$ cat src/rtl/uart_rx_pkg.sv
package uart_rx_pkg;

    localparam int OVS      = 16;
    localparam int SUB_W    = $clog2(OVS);
    localparam int MAX_BITS = 9;
    localparam int IDX_W    = $clog2(MAX_BITS);

    typedef enum logic [1:0] {
        LEN_7 = 2'd0,
        LEN_8 = 2'd1,
        LEN_9 = 2'd2,
        LEN_X = 2'd3
    } len_e;

    typedef enum logic [1:0] {
        PAR_NONE = 2'd0,
        PAR_ODD  = 2'd1,
        PAR_EVEN = 2'd2,
        PAR_OFF  = 2'd3
    } par_e;

    typedef enum logic [2:0] {
        ST_IDLE,
        ST_START,
        ST_DATA,
        ST_PAR,
        ST_STOP1,
        ST_STOP2
    } rx_state_e;

    typedef struct packed {
        len_e len;
        par_e par;
        logic two_stop;
    } rx_cfg_t;

    typedef struct packed {
        logic [MAX_BITS-1:0] data;
        logic                perr;
        logic                ferr;
    } rx_char_t;

    function automatic logic [IDX_W-1:0] char_bits(input len_e l);
        case (l)
            LEN_7:   char_bits = IDX_W'(7);
            LEN_8:   char_bits = IDX_W'(8);
            default: char_bits = IDX_W'(9);
        endcase
    endfunction

    function automatic logic parity_on(input par_e p);
        parity_on = (p == PAR_ODD) || (p == PAR_EVEN);
    endfunction

endpackage

$ cat src/rtl/uart_rx_tick.sv
module uart_rx_tick #(
    parameter int RW = 8
) (
    input  logic          clk,
    input  logic          rst,
    input  logic          en,
    input  logic [RW-1:0] reload,
    output logic          tick
);
    logic [RW-1:0] cnt;

    always_ff @(posedge clk) begin
        if (rst || !en)        cnt <= '0;
        else if (cnt >= reload) cnt <= '0;
        else                   cnt <= cnt + 1'b1;
    end

    assign tick = en && (cnt >= reload);

    // with a nonzero, steady reload, two ticks never come back to back
    p_tick_spacing_r2: assert property (@(posedge clk) disable iff (rst)
        (tick && reload != '0 && en) |=> (!tick || !$stable(reload)));
endmodule

$ cat src/rtl/uart_rx_frame.sv
module uart_rx_frame
    import uart_rx_pkg::*;
(
    input  logic     clk,
    input  logic     rst,
    input  logic     en,
    input  logic     tick,
    input  logic     rxd,
    input  rx_cfg_t  cfg,
    output logic     done,
    output rx_char_t char_q
);
    localparam logic [SUB_W-1:0] START_CHK = SUB_W'(OVS/2 - 1);
    localparam logic [SUB_W-1:0] MID_CHK   = SUB_W'(OVS - 1);

    logic                rxd_m, rxd_s;
    rx_state_e           state;
    logic [SUB_W-1:0]    sub;
    logic [IDX_W-1:0]    idx;
    logic [MAX_BITS-1:0] shreg;
    logic                pacc, perr_r, ferr_r;
    rx_cfg_t             cfg_q;
    logic                mid;

    always_ff @(posedge clk) begin
        if (rst) begin
            rxd_m <= 1'b1;
            rxd_s <= 1'b1;
        end else begin
            rxd_m <= rxd;
            rxd_s <= rxd_m;
        end
    end

    assign mid = (sub == MID_CHK);

    always_ff @(posedge clk) begin
        done <= 1'b0;
        if (rst) begin
            state  <= ST_IDLE;
            sub    <= '0;
            idx    <= '0;
            shreg  <= '0;
            pacc   <= 1'b0;
            perr_r <= 1'b0;
            ferr_r <= 1'b0;
            cfg_q  <= '0;
            char_q <= '0;
        end else if (!en) begin
            state <= ST_IDLE;
        end else if (tick) begin
            sub <= sub + 1'b1;
            unique case (state)
                ST_IDLE: begin
                    sub <= '0;
                    if (!rxd_s) begin
                        state <= ST_START;
                        cfg_q <= cfg;
                    end
                end
                ST_START: begin
                    if (sub == START_CHK) begin
                        sub <= '0;
                        if (rxd_s) begin
                            state <= ST_IDLE;
                        end else begin
                            state  <= ST_DATA;
                            idx    <= '0;
                            shreg  <= '0;
                            pacc   <= 1'b0;
                            perr_r <= 1'b0;
                            ferr_r <= 1'b0;
                        end
                    end
                end
                ST_DATA: begin
                    if (mid) begin
                        shreg[idx] <= rxd_s;
                        pacc       <= pacc ^ rxd_s;
                        if (idx == char_bits(cfg_q.len) - 1'b1) begin
                            idx   <= '0;
                            state <= parity_on(cfg_q.par) ? ST_PAR : ST_STOP1;
                        end else begin
                            idx <= idx + 1'b1;
                        end
                    end
                end
                ST_PAR: begin
                    if (mid) begin
                        perr_r <= ((pacc ^ rxd_s) != (cfg_q.par == PAR_ODD));
                        state  <= ST_STOP1;
                    end
                end
                ST_STOP1: begin
                    if (mid) begin
                        if (cfg_q.two_stop) begin
                            ferr_r <= !rxd_s;
                            state  <= ST_STOP2;
                        end else begin
                            char_q.data <= shreg;
                            char_q.perr <= perr_r;
                            char_q.ferr <= !rxd_s;
                            done        <= 1'b1;
                            state       <= ST_IDLE;
                        end
                    end
                end
                ST_STOP2: begin
                    if (mid) begin
                        char_q.data <= shreg;
                        char_q.perr <= perr_r;
                        char_q.ferr <= ferr_r | !rxd_s;
                        done        <= 1'b1;
                        state       <= ST_IDLE;
                    end
                end
                default: state <= ST_IDLE;
            endcase
        end
    end

    // a disabled receiver drops back to idle
    p_disabled_idle_r1: assert property (@(posedge clk) disable iff (rst)
        !en |=> (state == ST_IDLE && !done));

    // a high sample at the confirmation tick abandons the start bit
    p_glitch_idle_r3: assert property (@(posedge clk) disable iff (rst)
        (en && tick && state == ST_START && sub == START_CHK && rxd_s)
        |=> (state == ST_IDLE && !done));

    // a low single stop bit finishes the character with a framing error
    p_stop_low_r6: assert property (@(posedge clk) disable iff (rst)
        (en && tick && state == ST_STOP1 && mid && !cfg_q.two_stop && !rxd_s)
        |=> (done && char_q.ferr));

    // completion is a single-cycle event
    p_done_pulse_r7: assert property (@(posedge clk) disable iff (rst)
        done |=> !done);
endmodule

$ cat src/rtl/uart_rx_buffer.sv
module uart_rx_buffer
    import uart_rx_pkg::*;
(
    input  logic                clk,
    input  logic                rst,
    input  logic                done,
    input  rx_char_t            char_in,
    input  logic                rd,
    output logic [MAX_BITS-1:0] data,
    output logic                full,
    output logic                irq,
    output logic                ovr,
    output logic                frm,
    output logic                par
);
    always_ff @(posedge clk) begin
        if (rst) begin
            data <= '0;
            full <= 1'b0;
            irq  <= 1'b0;
            ovr  <= 1'b0;
            frm  <= 1'b0;
            par  <= 1'b0;
        end else begin
            irq <= 1'b0;
            if (done) begin
                data <= char_in.data;
                frm  <= char_in.ferr;
                par  <= char_in.perr;
                full <= 1'b1;
                if (full && !rd) begin
                    ovr <= 1'b1;
                end else begin
                    ovr <= 1'b0;
                    irq <= 1'b1;
                end
            end else if (rd) begin
                full <= 1'b0;
                ovr  <= 1'b0;
            end
        end
    end

    // an unread buffer hit by a new character flags overrun, no interrupt
    p_overrun_r8: assert property (@(posedge clk) disable iff (rst)
        (done && full && !rd) |=> (ovr && !irq && full));

    // a read with no arriving character empties the buffer
    p_read_clear_r9: assert property (@(posedge clk) disable iff (rst)
        (rd && !done) |=> (!full && !ovr));

    // an interrupt always comes with a filled buffer
    p_irq_full_r7: assert property (@(posedge clk) disable iff (rst)
        irq |-> full);

    // interrupt only follows a completed character
    p_irq_cause_r7: assert property (@(posedge clk) disable iff (rst)
        irq |-> $past(done));
endmodule

$ cat src/rtl/uart_rx_core.sv
module uart_rx_core
    import uart_rx_pkg::*;
(
    input  logic       clk,
    input  logic       rst,
    input  logic       rx_en,
    input  logic       rxd,
    input  logic [7:0] reload,
    input  logic [1:0] len_sel,
    input  logic [1:0] par_sel,
    input  logic       two_stop,
    input  logic       rd_strobe,
    output logic [8:0] rx_data,
    output logic       buf_full,
    output logic       rx_irq,
    output logic       ovr_err,
    output logic       frm_err,
    output logic       par_err,
    output logic       err_sum,
    output logic       rx_ready
);
    logic     tick;
    logic     done;
    rx_char_t char_w;
    rx_cfg_t  cfg;

    assign cfg.len      = len_e'(len_sel);
    assign cfg.par      = par_e'(par_sel);
    assign cfg.two_stop = two_stop;

    uart_rx_tick #(.RW(8)) u_tick (
        .clk    (clk),
        .rst    (rst),
        .en     (rx_en),
        .reload (reload),
        .tick   (tick)
    );

    uart_rx_frame u_frame (
        .clk    (clk),
        .rst    (rst),
        .en     (rx_en),
        .tick   (tick),
        .rxd    (rxd),
        .cfg    (cfg),
        .done   (done),
        .char_q (char_w)
    );

    uart_rx_buffer u_buf (
        .clk     (clk),
        .rst     (rst),
        .done    (done),
        .char_in (char_w),
        .rd      (rd_strobe),
        .data    (rx_data),
        .full    (buf_full),
        .irq     (rx_irq),
        .ovr     (ovr_err),
        .frm     (frm_err),
        .par     (par_err)
    );

    assign err_sum  = ovr_err | frm_err | par_err;
    assign rx_ready = !buf_full;

    // an overrun alone is enough to raise the summary flag
    p_sum_ovr_r10: assert property (@(posedge clk) disable iff (rst)
        ovr_err |-> err_sum);

    // a ready line and a full buffer never coexist
    p_ready_full_r11: assert property (@(posedge clk) disable iff (rst)
        $rose(buf_full) |-> !rx_ready);
endmodule

$ cat config.mk
export PLATFORM = sky130hd
export DESIGN_NAME = uart_rx_core
export DESIGN_NICKNAME = d
export VERILOG_FILES = /design/src/rtl/uart_rx_pkg.sv /design/src/rtl/uart_rx_tick.sv /design/src/rtl/uart_rx_frame.sv /design/src/rtl/uart_rx_buffer.sv /design/src/rtl/uart_rx_core.sv
export SDC_FILE = /design/constraint.sdc
export NUM_CORES = 1
export LEC_CHECK = 0
export CAP_MARGIN = 15
export CORE_AREA = 2 2 80 82
export DETAILED_ROUTE_END_ITERATION = 8
export DIE_AREA = 0 0 82 84
export DONT_BUFFER_PORTS = 1
export PLACE_DENSITY = 0.66
export SLEW_MARGIN = 20
export SYNTH_ARGS = -nofsm -noshare
export SYNTH_HDL_FRONTEND = slang
export SYNTH_SLANG_ARGS = --single-unit
$ cat constraint.sdc
create_clock -name clk -period 6.74 [get_ports clk]
set_input_delay 1.011 -clock clk [delete_from_list [all_inputs] [get_ports clk]]
set_output_delay 1.011 -clock clk [all_outputs]
set_load 0.01 [all_outputs]
==> flow_metrics.env <==
export IMPL_drv_cap=0
export IMPL_synth_distinct_cells=52
export IMPL_cp_start_kind="primary input"
export IMPL_ios=34
export IMPL_cts_resized=0
export IMPL_post_place_ws_ns=3.53
export IMPL_rows=29
export IMPL_first_iter_violations=105
export IMPL_fin_nets=404
export IMPL_status="finished clean"
export IMPL_syn_avg_cell_area_um2=8.48
export IMPL_clockBufferDepth=2
export IMPL_num_vias=2663
export IMPL_holdCritPathClass="register to register"
export IMPL_drcViolationCount=0
export IMPL_first_pass_iters=4
export IMPL_p_leak_nw=1.20
export IMPL_clock_sinks=64
export IMPL_rsz0062_at_grt="no"
export IMPL_crit_type="primary input to register"
export IMPL_synth_fp_nets=415
export IMPL_worst_setup_path_end_kind="register"
export IMPL_track_usage_pct=20.3
export IMPL_hold_viol=0
export IMPL_cp_arrival_ns=3.00
export IMPL_core_um2=6100
export IMPL_syn_area_um2=3240
export IMPL_clk_latency_ns=0.35
export IMPL_grt_overflow=0
export IMPL_totalWireLength_um=6620
export IMPL_h_tree_depth=3
export IMPL_cts_buffers_inserted=9
export IMPL_port_buffers=0
export IMPL_grt_start_max_net_pins=64
export IMPL_final_util_pct=57.7
export IMPL_worst_path_largest_cell_delay_ns=0.67
export IMPL_total_power_uw=811
export IMPL_dieArea_um2=6890
export IMPL_period_needed_ns=2.73
export IMPL_p_per_area_nw_per_um2=231
export IMPL_fin_crit_sh_pct=40.6
export IMPL_timing_fmax_mhz=366
export IMPL_viasPerCell=5.88
export IMPL_grt_pass1_vias=2310
export IMPL_slew_violations=0
export IMPL_async_reset_ff_share_pct=0
export IMPL_synth_edf_count=0
export IMPL_antenna_cells=0
export IMPL_slowest_stage="a32o_1"
export IMPL_wl_per_cell_um=14.6
export IMPL_cp_max_fo=17
export IMPL_finalWorstSetupSlack_ns=4.01
export IMPL_ys_flop_type="dfxtp_1"
export IMPL_syn_to_final_growth_pct=8.50
export IMPL_syn_inst=382
export IMPL_cts_setup_buffers=0
export IMPL_drive_gt1_share_pct=8.51
export IMPL_relSlewSlack_pct=52.6
export IMPL_ir_worst_vdd_uv=166
export IMPL_hold_ws_ns=0.414
export IMPL_setup_tns_final_ns=0
export IMPL_dpl_hpwl_um=4390
export IMPL_crit_chain="inv_1 -> ha_1 -> nand2_1 -> o21ai_0 -> a32o_1 -> a41oi_1 -> a211oi_1"
export IMPL_initial_core_util_pct=53.1
export IMPL_fin_worst_skew_ns=0.0106
export IMPL_cts_root_buffer="clkbuf_8"
export IMPL_path_clk_slew_ns=0.07
export IMPL_place_inst=437
export IMPL_cts_tree="done"
export IMPL_tightestPinTransition_ns=0.711
export IMPL_setup_viol=0
export IMPL_cp_required_ns=7.01
export IMPL_place_area_um2=3250
export IMPL_ctsHoldBuffers=0
export IMPL_antenna_found_initial=0
export IMPL_drtAntennaViolNets=0
export IMPL_die_x_um=82
export IMPL_grt_pass1_wl_um=10900
export IMPL_final_cell_area_um2=3510
export IMPL_ys_seq_area_share_pct=39.6
export IMPL_die_y_um=84
export IMPL_place_gp_congestion=0.805
export IMPL_stdcell_count=453
export IMPL_yosys_warnings=0
export IMPL_synth_seq_cells=64
synthesized netlist by cell type (2+ instances only):
master     n  area (um2)
dfxtp_1   64        1280
nor2_1    34         128
nand2_1   29         109
a21oi_1   25         125
o21ai_0   23         115
nand3_1   19        95.1
clkbuf_1  17        63.8
mux2i_1   17         170
nand2b_1  17         106
inv_1     16        60.1
ha_1      15         188
nor3_1    11        55.1
a211oi_1  10        75.1
a41oi_1    8        70.1
xor2_1     7        61.3
buf_2      5        25.0
or3_1      5        31.3
and3_1     4        25.0
nand4_1    4        25.0
nor2b_1    4        25.0
or4_1      4        30.0
a31o_2     3        26.3
and2_1     3        18.8
o22ai_1    3        18.8
xnor2_1    3        26.3
and4b_1    2        20.0
nand3b_1   2        15.0
nor3b_1    2        15.0
o31ai_1    2        15.0
or2_2      2        12.5
sequential cells by signal (all words and copies together) (netlist names):
name,count
u_frame.ferr_r,1
u_frame.char_q,11
u_frame.cfg_q,5
u_tick.cnt,8
u_frame.state,3
u_frame.shreg,9
u_buf.irq,1
u_buf.par,1
u_frame.rxd_s,1
u_buf.ovr,1
u_frame.pacc,1
u_buf.full,1
u_frame.done,1
u_buf.data,9
u_buf.frm,1
u_frame.perr_r,1
u_frame.sub,4
u_frame.idx,4
u_frame.rxd_m,1
cell type report:
type | instances | area, um2
multi-input cells | 278 | 1810
flip-flops and latches | 64 | 1280
inverters | 16 | 60.1
clock inverters | 6 | 115
clock buffers | 10 | 138
fillers | 595 | 2580
well taps | 77 | 96.3
repair buffers | 2 | 15.0
logic make-up after synthesis:
logic type,synth area share (%)
flip-flops,39.6
buffers and inverters,4.94
AO/OA/AOI/OAI,17.4
XOR/XNOR,2.70
multiplexers,5.60
AND/OR/NAND/NOR,24.0
adder cells (fa/ha/maj),5.79
critical path: cells and delay by family:
kind,cells,cell delay (ns)
AO/OA/AOI/OAI,4,1.60
adder cells (fa/ha/maj),1,0.31
buffers and inverters,1,0.02
AND/OR/NAND/NOR,1,0.06
cells in the final DEF, fill, tap and decap left out, types with 2 or more instances in the layout:
master      n
and3_1      4
and2_1      3
xnor2_1     3
clkbuf_8   10
nor3b_1     2
o22ai_1     3
nor3_1     10
or2_2       2
and4b_1     2
buf_4       2
nand2_1    29
dfxtp_1    64
xor2_1      7
a21oi_1    25
nor2_1     34
nand3b_1    2
nor2b_1     4
o21ai_0    23
nand2b_1   17
or4_1       4
o31ai_1     2
nand4_1     4
or3_1       5
bufinv_16   3
nand3_1    19
a41oi_1     8
mux2i_1    17
ha_1       15
inv_1      16
a31o_2      3
a211oi_1   10
power breakdown:
group / internal, mW / switching [mW] / total [mW]
combinational: 0.00680 / 0.00742 / 0.0142
clock: 0.258 / 0.158 / 0.416
sequential: 0.379 / 0.00188 / 0.381
metal layers:
layer | up-vias | share of wire [%] | track usage, %
met1 | 1249 | 48 | 27.8
met4 | 0 | 1.1 | 6.97
met3 | 6 | 4.2 | 5.41
met5 | - | 0 | 0
li1 | 1344 | - | -
met2 | 64 | 47 | 30.5
path summary, 6_finish.rpt:
kind                     from                to  slack, ns  cells past startpoint
min reg2reg     u_frame.rxd_m     u_frame.rxd_s       0.41                      1
max reg2reg  u_frame.state[0]  u_frame.shreg[4]       4.17                      5
min             u_frame.rxd_m     u_frame.rxd_s       0.41                      1
max                 reload[7]  u_frame.shreg[1]       4.01                      7
Note: power is estimated with default switching activity, not from simulation.
